File: src/rtl/sdma_pkg.sv
package sdma_pkg;

    localparam int NUM_CH = 2;
    localparam int CH_RX  = 0;
    localparam int CH_TX  = 1;

    typedef enum logic [1:0] {
        SEL_RX_PTR = 2'd0,
        SEL_RX_CNT = 2'd1,
        SEL_TX_PTR = 2'd2,
        SEL_TX_CNT = 2'd3
    } sdma_sel_e;

    typedef enum logic [1:0] {
        ST_IDLE,
        ST_RX_WRITE,
        ST_TX_FETCH,
        ST_TX_WAIT
    } sdma_state_e;

endpackage

File: src/rtl/sdma_chan.sv
module sdma_chan #(
    parameter int ADDR_W = 32,
    parameter int CNT_W  = 16
) (
    input  logic              clk,
    input  logic              rst_n,
    input  logic              wr_ptr,
    input  logic              wr_cnt,
    input  logic [ADDR_W-1:0] wdata,
    input  logic              step,
    output logic [ADDR_W-1:0] ptr,
    output logic [CNT_W-1:0]  cnt,
    output logic              live
);

    // pointer: software write wins over an increment in the same cycle
    always_ff @(posedge clk or negedge rst_n) begin
        if (!rst_n) begin
            ptr <= '0;
        end else if (wr_ptr) begin
            ptr <= wdata;
        end else if (step) begin
            ptr <= ptr + 1'b1;
        end
    end

    // count: software write wins; a decrement never passes below zero
    always_ff @(posedge clk or negedge rst_n) begin
        if (!rst_n) begin
            cnt <= '0;
        end else if (wr_cnt) begin
            cnt <= wdata[CNT_W-1:0];
        end else if (step && (cnt != '0)) begin
            cnt <= cnt - 1'b1;
        end
    end

    assign live = (cnt != '0);

endmodule

File: src/rtl/sdma_seq.sv
module sdma_seq
    import sdma_pkg::*;
#(
    parameter int ADDR_W = 32,
    parameter int DATA_W = 8
) (
    input  logic              clk,
    input  logic              rst_n,
    input  logic              rx_live,
    input  logic              tx_live,
    input  logic [ADDR_W-1:0] rx_ptr,
    input  logic [ADDR_W-1:0] tx_ptr,
    input  logic              rx_valid,
    input  logic [DATA_W-1:0] rx_data,
    output logic              rx_ack,
    input  logic              tx_ready,
    output logic              tx_valid,
    output logic [DATA_W-1:0] tx_data,
    output logic              mem_req,
    output logic              mem_we,
    output logic [ADDR_W-1:0] mem_addr,
    output logic [DATA_W-1:0] mem_wdata,
    input  logic              mem_grant,
    input  logic              mem_rvalid,
    input  logic [DATA_W-1:0] mem_rdata,
    output logic              rx_step,
    output logic              tx_step,
    output logic              seq_idle
);

    sdma_state_e state_q, state_d;
    logic [DATA_W-1:0] rx_hold_q;
    logic [DATA_W-1:0] tx_data_q;
    logic              tx_valid_q;
    logic              rx_go, tx_go;

    // eligibility in the idle state; receive has priority
    assign rx_go = (state_q == ST_IDLE) && rx_live && rx_valid;
    assign tx_go = (state_q == ST_IDLE) && !rx_go && tx_live && tx_ready && !tx_valid_q;

    // state register
    always_ff @(posedge clk or negedge rst_n) begin
        if (!rst_n) begin
            state_q <= ST_IDLE;
        end else begin
            state_q <= state_d;
        end
    end

    // transitions
    always_comb begin
        state_d = state_q;
        unique case (state_q)
            ST_IDLE: begin
                if (rx_go) begin
                    state_d = ST_RX_WRITE;
                end else if (tx_go) begin
                    state_d = ST_TX_FETCH;
                end
            end
            ST_RX_WRITE: if (mem_grant)  state_d = ST_IDLE;
            ST_TX_FETCH: if (mem_grant)  state_d = ST_TX_WAIT;
            ST_TX_WAIT:  if (mem_rvalid) state_d = ST_IDLE;
        endcase
    end

    // outputs
    always_comb begin
        mem_req  = 1'b0;
        mem_we   = 1'b0;
        mem_addr = '0;
        rx_step  = 1'b0;
        tx_step  = 1'b0;
        unique case (state_q)
            ST_IDLE: ;
            ST_RX_WRITE: begin
                mem_req  = 1'b1;
                mem_we   = 1'b1;
                mem_addr = rx_ptr;
                rx_step  = mem_grant;
            end
            ST_TX_FETCH: begin
                mem_req  = 1'b1;
                mem_addr = tx_ptr;
            end
            ST_TX_WAIT: begin
                tx_step  = mem_rvalid;
            end
        endcase
    end

    // data holding registers
    always_ff @(posedge clk or negedge rst_n) begin
        if (!rst_n) begin
            rx_hold_q  <= '0;
            tx_data_q  <= '0;
            tx_valid_q <= 1'b0;
        end else begin
            if (rx_go) begin
                rx_hold_q <= rx_data;
            end
            tx_valid_q <= (state_q == ST_TX_WAIT) && mem_rvalid;
            if ((state_q == ST_TX_WAIT) && mem_rvalid) begin
                tx_data_q <= mem_rdata;
            end
        end
    end

    assign rx_ack    = rx_go;
    assign mem_wdata = rx_hold_q;
    assign tx_valid  = tx_valid_q;
    assign tx_data   = tx_data_q;
    assign seq_idle  = (state_q == ST_IDLE);

endmodule

File: src/rtl/sdma_pair.sv
module sdma_pair
    import sdma_pkg::*;
#(
    parameter int ADDR_W = 32,
    parameter int CNT_W  = 16,
    parameter int DATA_W = 8
) (
    input  logic              clk,
    input  logic              rst_n,
    input  logic              reg_wr_en,
    input  logic [1:0]        reg_sel,
    input  logic [ADDR_W-1:0] reg_wdata,
    output logic [ADDR_W-1:0] reg_rdata,
    input  logic              rx_valid,
    input  logic [DATA_W-1:0] rx_data,
    output logic              rx_ack,
    input  logic              tx_ready,
    output logic              tx_valid,
    output logic [DATA_W-1:0] tx_data,
    output logic              mem_req,
    output logic              mem_we,
    output logic [ADDR_W-1:0] mem_addr,
    output logic [DATA_W-1:0] mem_wdata,
    input  logic              mem_grant,
    input  logic              mem_rvalid,
    input  logic [DATA_W-1:0] mem_rdata
);

    localparam int PAD_W = ADDR_W - CNT_W;

    logic [ADDR_W-1:0] ptr_q  [NUM_CH];
    logic [CNT_W-1:0]  cnt_q  [NUM_CH];
    logic [NUM_CH-1:0] live;
    logic [NUM_CH-1:0] step;
    logic              seq_idle;
    logic              rx_end, tx_end;

    for (genvar ch = 0; ch < NUM_CH; ch++) begin : g_chan
        logic wr_p, wr_c;
        assign wr_p = reg_wr_en && (reg_sel == 2'(2 * ch));
        assign wr_c = reg_wr_en && (reg_sel == 2'(2 * ch + 1));

        sdma_chan #(
            .ADDR_W (ADDR_W),
            .CNT_W  (CNT_W)
        ) u_chan (
            .clk    (clk),
            .rst_n  (rst_n),
            .wr_ptr (wr_p),
            .wr_cnt (wr_c),
            .wdata  (reg_wdata),
            .step   (step[ch]),
            .ptr    (ptr_q[ch]),
            .cnt    (cnt_q[ch]),
            .live   (live[ch])
        );
    end

    sdma_seq #(
        .ADDR_W (ADDR_W),
        .DATA_W (DATA_W)
    ) u_seq (
        .clk        (clk),
        .rst_n      (rst_n),
        .rx_live    (live[CH_RX]),
        .tx_live    (live[CH_TX]),
        .rx_ptr     (ptr_q[CH_RX]),
        .tx_ptr     (ptr_q[CH_TX]),
        .rx_valid   (rx_valid),
        .rx_data    (rx_data),
        .rx_ack     (rx_ack),
        .tx_ready   (tx_ready),
        .tx_valid   (tx_valid),
        .tx_data    (tx_data),
        .mem_req    (mem_req),
        .mem_we     (mem_we),
        .mem_addr   (mem_addr),
        .mem_wdata  (mem_wdata),
        .mem_grant  (mem_grant),
        .mem_rvalid (mem_rvalid),
        .mem_rdata  (mem_rdata),
        .rx_step    (step[CH_RX]),
        .tx_step    (step[CH_TX]),
        .seq_idle   (seq_idle)
    );

    assign rx_end = !live[CH_RX];
    assign tx_end = !live[CH_TX];

    // register read-back
    always_comb begin
        unique case (sdma_sel_e'(reg_sel))
            SEL_RX_PTR: reg_rdata = ptr_q[CH_RX];
            SEL_RX_CNT: reg_rdata = {{PAD_W{1'b0}}, cnt_q[CH_RX]};
            SEL_TX_PTR: reg_rdata = ptr_q[CH_TX];
            SEL_TX_CNT: reg_rdata = {{PAD_W{1'b0}}, cnt_q[CH_TX]};
        endcase
    end

endmodule

File: config.mk
export PLATFORM = sky130hd
export DESIGN_NAME = sdma_pair
export DESIGN_NICKNAME = d
export VERILOG_FILES = /design/src/rtl/sdma_pkg.sv /design/src/rtl/sdma_chan.sv /design/src/rtl/sdma_seq.sv /design/src/rtl/sdma_pair.sv
export SDC_FILE = /design/constraint.sdc
export NUM_CORES = 1
export LEC_CHECK = 0
export ABC_AREA = 1
export BUFFER_PORTS_ARGS = -buffer_cell sky130_fd_sc_hd__buf_2
export CAP_MARGIN = 30
export CORE_AREA = 4 4 125 217
export CTS_CLUSTER_DIAMETER = 200
export CTS_CLUSTER_SIZE = 16
export DETAILED_ROUTE_END_ITERATION = 10
export DIE_AREA = 0 0 129 221
export SKIP_LAST_GASP = 1
export SLEW_MARGIN = 40
export SYNTH_ARGS = -nofsm -noshare
export SYNTH_HDL_FRONTEND = slang
export SYNTH_SLANG_ARGS = --single-unit
export TNS_END_PERCENT = 20
File: constraint.sdc
create_clock -name clk -period 1.75 [get_ports clk]
set_input_delay 0.175 -clock clk [delete_from_list [all_inputs] [get_ports clk]]
set_output_delay 0.175 -clock clk [all_outputs]
set_load 0.005 [all_outputs]
==> results of run 1 <==
how the worst max path moves through the flow:
stage                                 start                  endpoint  cells past startpoint
floorplan                  u_seq.state_q[1]   g_chan[0].u_chan.ptr[7]                     10
global placement    g_chan[0].u_chan.ptr[2]  g_chan[0].u_chan.ptr[29]                      9
detailed placement         u_seq.state_q[1]  g_chan[1].u_chan.cnt[14]                      7
CTS                        u_seq.state_q[1]               mem_addr[6]                      7
global route               u_seq.state_q[0]              mem_addr[10]                      6
finish                     u_seq.state_q[0]              mem_addr[10]                      6
flip-flops by register name (all words and copies together), names as in the netlist:
name               cells
u_seq.state_q          2
g_chan.u_chan.ptr     64
u_seq.tx_valid         1
u_seq.tx_data          8
g_chan.u_chan.cnt     32
u_seq.mem_wdata        8
repair_timing:
item / 4_1_cts / 5_1_grt
endpoints found under the setup margin: 63 / 125
pin swaps: 20 / 8
gates cloned: 5 / 0
hold buffers: 19 / 0
resized for setup: 63 / 21
setup buffers: 20 / 5
hold endpoints to repair: 45 / 0
final cells by class:
| class | count | area, um^2 |
|---|---|---|
| Tap cell | 316 | 395 |
| Sequential cell | 115 | 2880 |
| Clock buffer | 22 | 464 |
| Clock inverter | 10 | 83.8 |
| Multi-Input combinational cell | 1025 | 5320 |
| Timing Repair Buffer | 285 | 2000 |
| Inverter | 164 | 633 |
| Fill cell | 2659 | 13500 |
synth_stat cells (all sizes together):
master	number
o21bai	5
a21oi	47
ha	9
o22ai	48
clkbuf	14
nor2	144
a31oi	2
a221oi	4
buf	27
dfrtp	115
o31ai	1
and2	1
nand4	11
o2111ai	5
nor3	16
and3	1
inv	160
xor2	36
clkinv	4
o221ai	9
o21ai	41
xnor2	11
nand3	81
nand2	532
o211ai	21
power groups by stage:
stage / clock (mW) / sequential [mW] / combinational [mW]
floorplan: 0 / 5.00 / 5.12
global placement: 0 / 5.36 / 9.09
detailed placement: 0 / 5.36 / 9.18
CTS: 3.37 / 5.33 / 10.8
global route: 3.49 / 5.50 / 11.8
finish: 3.35 / 5.38 / 10.9
layout by cell type, fill, tap and decap left out, drive strengths merged, types with 11 or more instances in the layout:
cell type and count:
clkinv 11, xor2 36, o21ai 41, dlygate4sd3 19
nand2 532, nand4 11, nor2 144, buf 266
a21oi 47, xnor2 11, o22ai 48, clkbuf 22
inv 160, nor3 16, nand3 81, o211ai 21
dfrtp 115
critical path: stages (launching register included):
cell and delay, ns:
dfrtp_1 0.41, inv_2 0.12, ha_4 0.18, buf_12 0.16, nand2_1 0.11, a21oi_4 0.21
buf_2 0.14
cells by family after synthesis:
family	synth area share (%)
xor gates and xnor gates	4.69
buffers and inverters	9.91
AOI/OAI and AO/OA	13.5
and+or+nand+nor	37.8
DFF	32.8
adders and majority gates	1.28
metal layers:
layer / track usage, % / wire [um]
met5: 0 / 0
met4: 21.5 / 3530
met3: 4.68 / 2350
met2: 48.4 / 20200
met1: 30.1 / 14300
==> flow_metrics.env, run 1 <==
export IMPL_cts_tree="done"
export IMPL_area_delta_synth_final_pct=34.2
export IMPL_setup_viol=64
export IMPL_drive_gt1_share_pct=26.0
export IMPL_antenna_found_initial=0
export IMPL_start_util_pct=34.8
export IMPL_fin_nets=1674
export IMPL_p_per_area_nw_per_um2=1670
export IMPL_clkSlewWorstSetupHoldPaths_ns=0.06
export IMPL_cts_path_max_buffers=2
export IMPL_pre_cts_ws_ns=-0.0155
export IMPL_drtIter0Drc=809
export IMPL_drc=0
export IMPL_grt_pass1_vias=10500
export IMPL_detail_route_wl_per_cell_um=20.8
export IMPL_avgSynthCellArea_um2=6.52
export IMPL_total_power_mw=19.7
export IMPL_cp_end_kind="output pin"
export IMPL_drv_cap=0
export IMPL_switchingPower_mw=9.34
export IMPL_status="finished with violations"
export IMPL_wl_um=40400
export IMPL_p_clk_share_pct=17.0
export IMPL_r2r_slack_ns=-0.10
export IMPL_grt_use_total_pct=28.2
export IMPL_dp_hpwl_um=31100
export IMPL_holdCritStartpoint="reg_wdata[15]"
export IMPL_final_cells=1937
export IMPL_cts_sinks=115
export IMPL_min_to="g_chan[0].u_chan.cnt[15]"
export IMPL_numPortBuffers=140
export IMPL_ys_ff_latch=115
export IMPL_fmax_mhz=509
export IMPL_total_leakage_power_nw=5.69
export IMPL_die_h_um=221
export IMPL_setup_slack_ns=-0.215
export IMPL_tightestPinTransition_ns=0.460
export IMPL_seq_power_share_pct=27.4
export IMPL_syn_area_um2=8770
export IMPL_whs_path_depth=3
export IMPL_ys_warnings_count=0
export IMPL_comb_power_share_pct=55.6
export IMPL_core_um2=25200
export IMPL_io_pins=141
export IMPL_viasPerCell=5.34
export IMPL_synth_top_area_cell="dfrtp_1"
export IMPL_reg2reg_from="u_seq.state_q[1]"
export IMPL_ant_nets=0
export IMPL_yosysUniqueCellTypes=40
export IMPL_post_route_util_pct=46.6
export IMPL_hold_class="in2reg"
export IMPL_synthCells=1345
export IMPL_fp_dieW_um=129
export IMPL_critPathKind="reg2out"
export IMPL_drv_slew=0
export IMPL_fin_area_um2=11800
export IMPL_crit_arrival_ns=1.79
export IMPL_diodes=0
export IMPL_critPathRequiredTime_ns=1.57
export IMPL_min_period_over_period_pct=112
export IMPL_synth_seq_area_share_pct=32.8
export IMPL_fin_crit_ns=1.97
export IMPL_r2r_end="g_chan[1].u_chan.ptr[21]"
export IMPL_syn_nets=1411
export IMPL_critPathMaxFanout=17
export IMPL_fin_skew_ns=0.00687
export IMPL_max_slew_margin_pct=69.3
export IMPL_die_area_um2=28500
export IMPL_overflow=0
export IMPL_ir_drop_mv=0.773
export IMPL_num_rows=77
export IMPL_numCtsBuffers=17
export IMPL_dp_cells=1859
export IMPL_failed_checks="negative setup slack"
export IMPL_setup_worst_path_start_class="register"
export IMPL_reg2reg_depth=9
export IMPL_netlist_top_cells_area="dfrtp_1, nand2_1, inv_1, nor2_1, nand3_1"
export IMPL_grt_pass1_wl_um=60500
export IMPL_first_pass_iters=5
export IMPL_fin_tns_setup_ns=-7.12
export IMPL_intPower_mw=10.3
export IMPL_vias=10300
export IMPL_placed_area_um2=10400
export IMPL_hold_viol_final=0
export IMPL_gp_congestion=0.964
export IMPL_grt_max_degree=42
export IMPL_netlist_area_leader_share_pct=32.8
export IMPL_whs_ns=0.0341
export IMPL_htree_levels=4
export IMPL_clk_latency_ns=0.44
export IMPL_clockRootBuffer="clkbuf_16"
export IMPL_p_sw_share_pct=47.5
export IMPL_rsz0062_at_grt="true"
No activity file was read; power rests on OpenSTA's default activity.
==> inputs of run 2 (changes only) <==
--- a/config.mk
+++ b/config.mk
@@ -8,11 +8,12 @@
 export ABC_AREA = 1
 export BUFFER_PORTS_ARGS = -buffer_cell sky130_fd_sc_hd__buf_2
 export CAP_MARGIN = 30
-export CORE_AREA = 4 4 125 217
+export CORE_AREA = 4 4 101 175
 export CTS_CLUSTER_DIAMETER = 200
 export CTS_CLUSTER_SIZE = 16
 export DETAILED_ROUTE_END_ITERATION = 10
-export DIE_AREA = 0 0 129 221
+export DIE_AREA = 0 0 105 179
+export PLACE_DENSITY = 0.77
 export SKIP_LAST_GASP = 1
 export SLEW_MARGIN = 40
 export SYNTH_ARGS = -nofsm -noshare
==> run 2 against run 1 <==
Against the previous run:
- the flow still finishes with violations (negative setup slack)
- clock-buffer cell count shrank 2
- die area fell by 34%
- non-clock buffer count grew 1
- sequential share of layout area rose by 0.061 points
- setup slack lost 0.069 ns
- sequential cell count unchanged
- cell area about the same
==> flow_metrics.env, run 2 (synthesis results as in run 1) <==
export IMPL_p_per_area_nw_per_um2=1730
export IMPL_area_delta_synth_final_pct=34.1
export IMPL_wl_um=43000
export IMPL_intPower_mw=10.5
export IMPL_die_h_um=179
export IMPL_final_cell_mix="nand2_1, inv_1, buf_2"
export IMPL_vias=11200
export IMPL_ant_nets=0
export IMPL_setup_slack_ns=-0.284
export IMPL_grt_max_degree=33
export IMPL_cp_end_kind="output pin"
export IMPL_final_common_cell="nand2_1"
export IMPL_overflow=0
export IMPL_grt_pass1_wl_um=61500
export IMPL_fillers=1346
export IMPL_largest_register_ffs=64
export IMPL_viasPerCell=6.20
export IMPL_io_pins=141
export IMPL_total_leakage_power_nw=5.73
export IMPL_top_register="g_chan.u_chan.ptr"
export IMPL_core_um2=16300
export IMPL_detail_route_wl_per_cell_um=23.7
export IMPL_setup_viol=94
export IMPL_numCtsBuffers=17
export IMPL_status="finished with violations"
export IMPL_cts_sinks=115
export IMPL_grt_pass1_vias=10900
export IMPL_critPathKind="reg2out"
export IMPL_die_area_um2=18800
export IMPL_drv_slew=0
export IMPL_setup_worst_path_start_class="register"
export IMPL_drive_gt1_share_pct=26.1
export IMPL_seq_power_share_pct=26.7
export IMPL_ir_drop_mv=0.851
export IMPL_min_period_over_period_pct=116
export IMPL_hold_viol_final=0
export IMPL_cts_tree="done"
export IMPL_cp_cell_sequence="inv_4 -> ha_4 -> buf_12 -> nand2_1 -> a21oi_2 -> buf_2"
export IMPL_num_rows=62
export IMPL_tightestPinTransition_ns=0.533
export IMPL_crit_arrival_ns=1.86
export IMPL_switchingPower_mw=9.87
export IMPL_max_slew_margin_pct=64.4
export IMPL_fin_crit_ns=2.03
export IMPL_failed_checks="negative setup slack"
export IMPL_hold_class="in2reg"
export IMPL_p_clk_share_pct=16.9
export IMPL_top_regs="g_chan.u_chan.ptr x64, g_chan.u_chan.cnt x32"
export IMPL_total_power_mw=20.4
export IMPL_drtIter0Drc=1261
export IMPL_antenna_found_initial=0
export IMPL_comb_power_share_pct=56.4
export IMPL_critPathRequiredTime_ns=1.57
export IMPL_fmax_mhz=492
export IMPL_fin_skew_ns=0.0106
export IMPL_fin_nets=1676
export IMPL_diodes=0
export IMPL_start_util_pct=53.8
export IMPL_first_pass_iters=7
export IMPL_grt_use_total_pct=44.0
export IMPL_fp_dieW_um=105
export IMPL_clockRootBuffer="clkbuf_16"
export IMPL_rsz0062_at_grt="true"
export IMPL_drv_cap=0
export IMPL_gp_congestion=1.03
export IMPL_critPathMaxFanout=6
export IMPL_placed_area_um2=10400
export IMPL_pre_cts_ws_ns=0.000146
export IMPL_dp_hpwl_um=29600
export IMPL_cp_slowest_stage_delay_ns=0.43
export IMPL_drc=0
export IMPL_numPortBuffers=140
export IMPL_clkSlewWorstSetupHoldPaths_ns=0.06
export IMPL_fin_area_um2=11800
export IMPL_cp_slowest_cell="dfrtp_2"
export IMPL_clk_latency_ns=0.44
export IMPL_cts_path_max_buffers=2
export IMPL_htree_levels=4
export IMPL_p_sw_share_pct=48.5
[run 2: worst max-delay path: cells and delay by family, from the launching register on]
family	cells	cell delay [ns]
flops	1	0.43
buf+inv	3	0.40
fa+ha+maj	1	0.29
compound gates	1	0.21
simple gates	1	0.09
[run 2: power groups by stage]
stage	clock (mW)	combinational, mW	sequential (mW)
detailed placement	0	9.30	5.26
finish	3.44	11.5	5.43
global route	3.54	12.2	5.53
global placement	0	9.16	5.26
CTS	3.38	10.3	5.26
floorplan	0	5.12	5.00
[run 2: per-layer routing]
layer	vias to the layer above	track usage (%)	share of wire, %
li1	4841	-	-
met1	5188	45.0	32
met2	869	75.5	47
met3	338	8.68	9.4
met5	-	0	0.11
met4	2	40.1	12
[run 2: cell type report]
class | instances | area [um^2] | area share, %
Timing Repair Buffer | 286 | 2100 | 17.9
Sequential cell | 115 | 2890 | 24.5
Multi-Input combinational cell | 1026 | 5330 | 45.3
Clock buffer | 20 | 437 | 3.71
Inverter | 164 | 654 | 5.56
Clock inverter | 11 | 114 | 0.968
Tap cell | 192 | 240 | 2.04
[run 2: repair_timing]
action                                 CTS  global route
pin swaps                                3            19
hold buffers                            18             0
cloned                                   3             4
endpoints found under the hold margin   44             0
setup buffers                            9            11
gates resized for setup                 45            58
setup endpoints to repair               51           134
[run 2: metrics by stage]
step	utilization [%]	TNS (ns)	std cells	hold WS [ns]
CTS	70.1	-9.57	1800	0.00692
global route	72.2	-16.10	1814	0.0288
floorplan	-	0	1345	-0.121
detailed placement	63.5	0	1739	0.168
finish	72.2	-12.25	1814	0.0184
global placement	63.5	0	1739	0.164
[run 2: worst paths after layout]
| kind | from | end | slack, ns | cells after the start |
|---|---|---|---|---|
| worst max-delay path | u_seq.state_q[1] | mem_addr[5] | -0.28 | 6 |
| worst min-delay path | reg_wdata[8] | g_chan[1].u_chan.ptr[8] | 0.02 | 3 |
| worst max register to register | u_seq.state_q[1] | g_chan[0].u_chan.cnt[8] | -0.20 | 9 |
| worst min register to register | u_seq.tx_data[2] | u_seq.tx_data[2] | 0.47 | 2 |
| max in group asynchronous | rst_n | g_chan[0].u_chan.cnt[13] | 0.85 | 3 |
| min in group asynchronous | rst_n | g_chan[1].u_chan.cnt[10] | 0.28 | 2 |
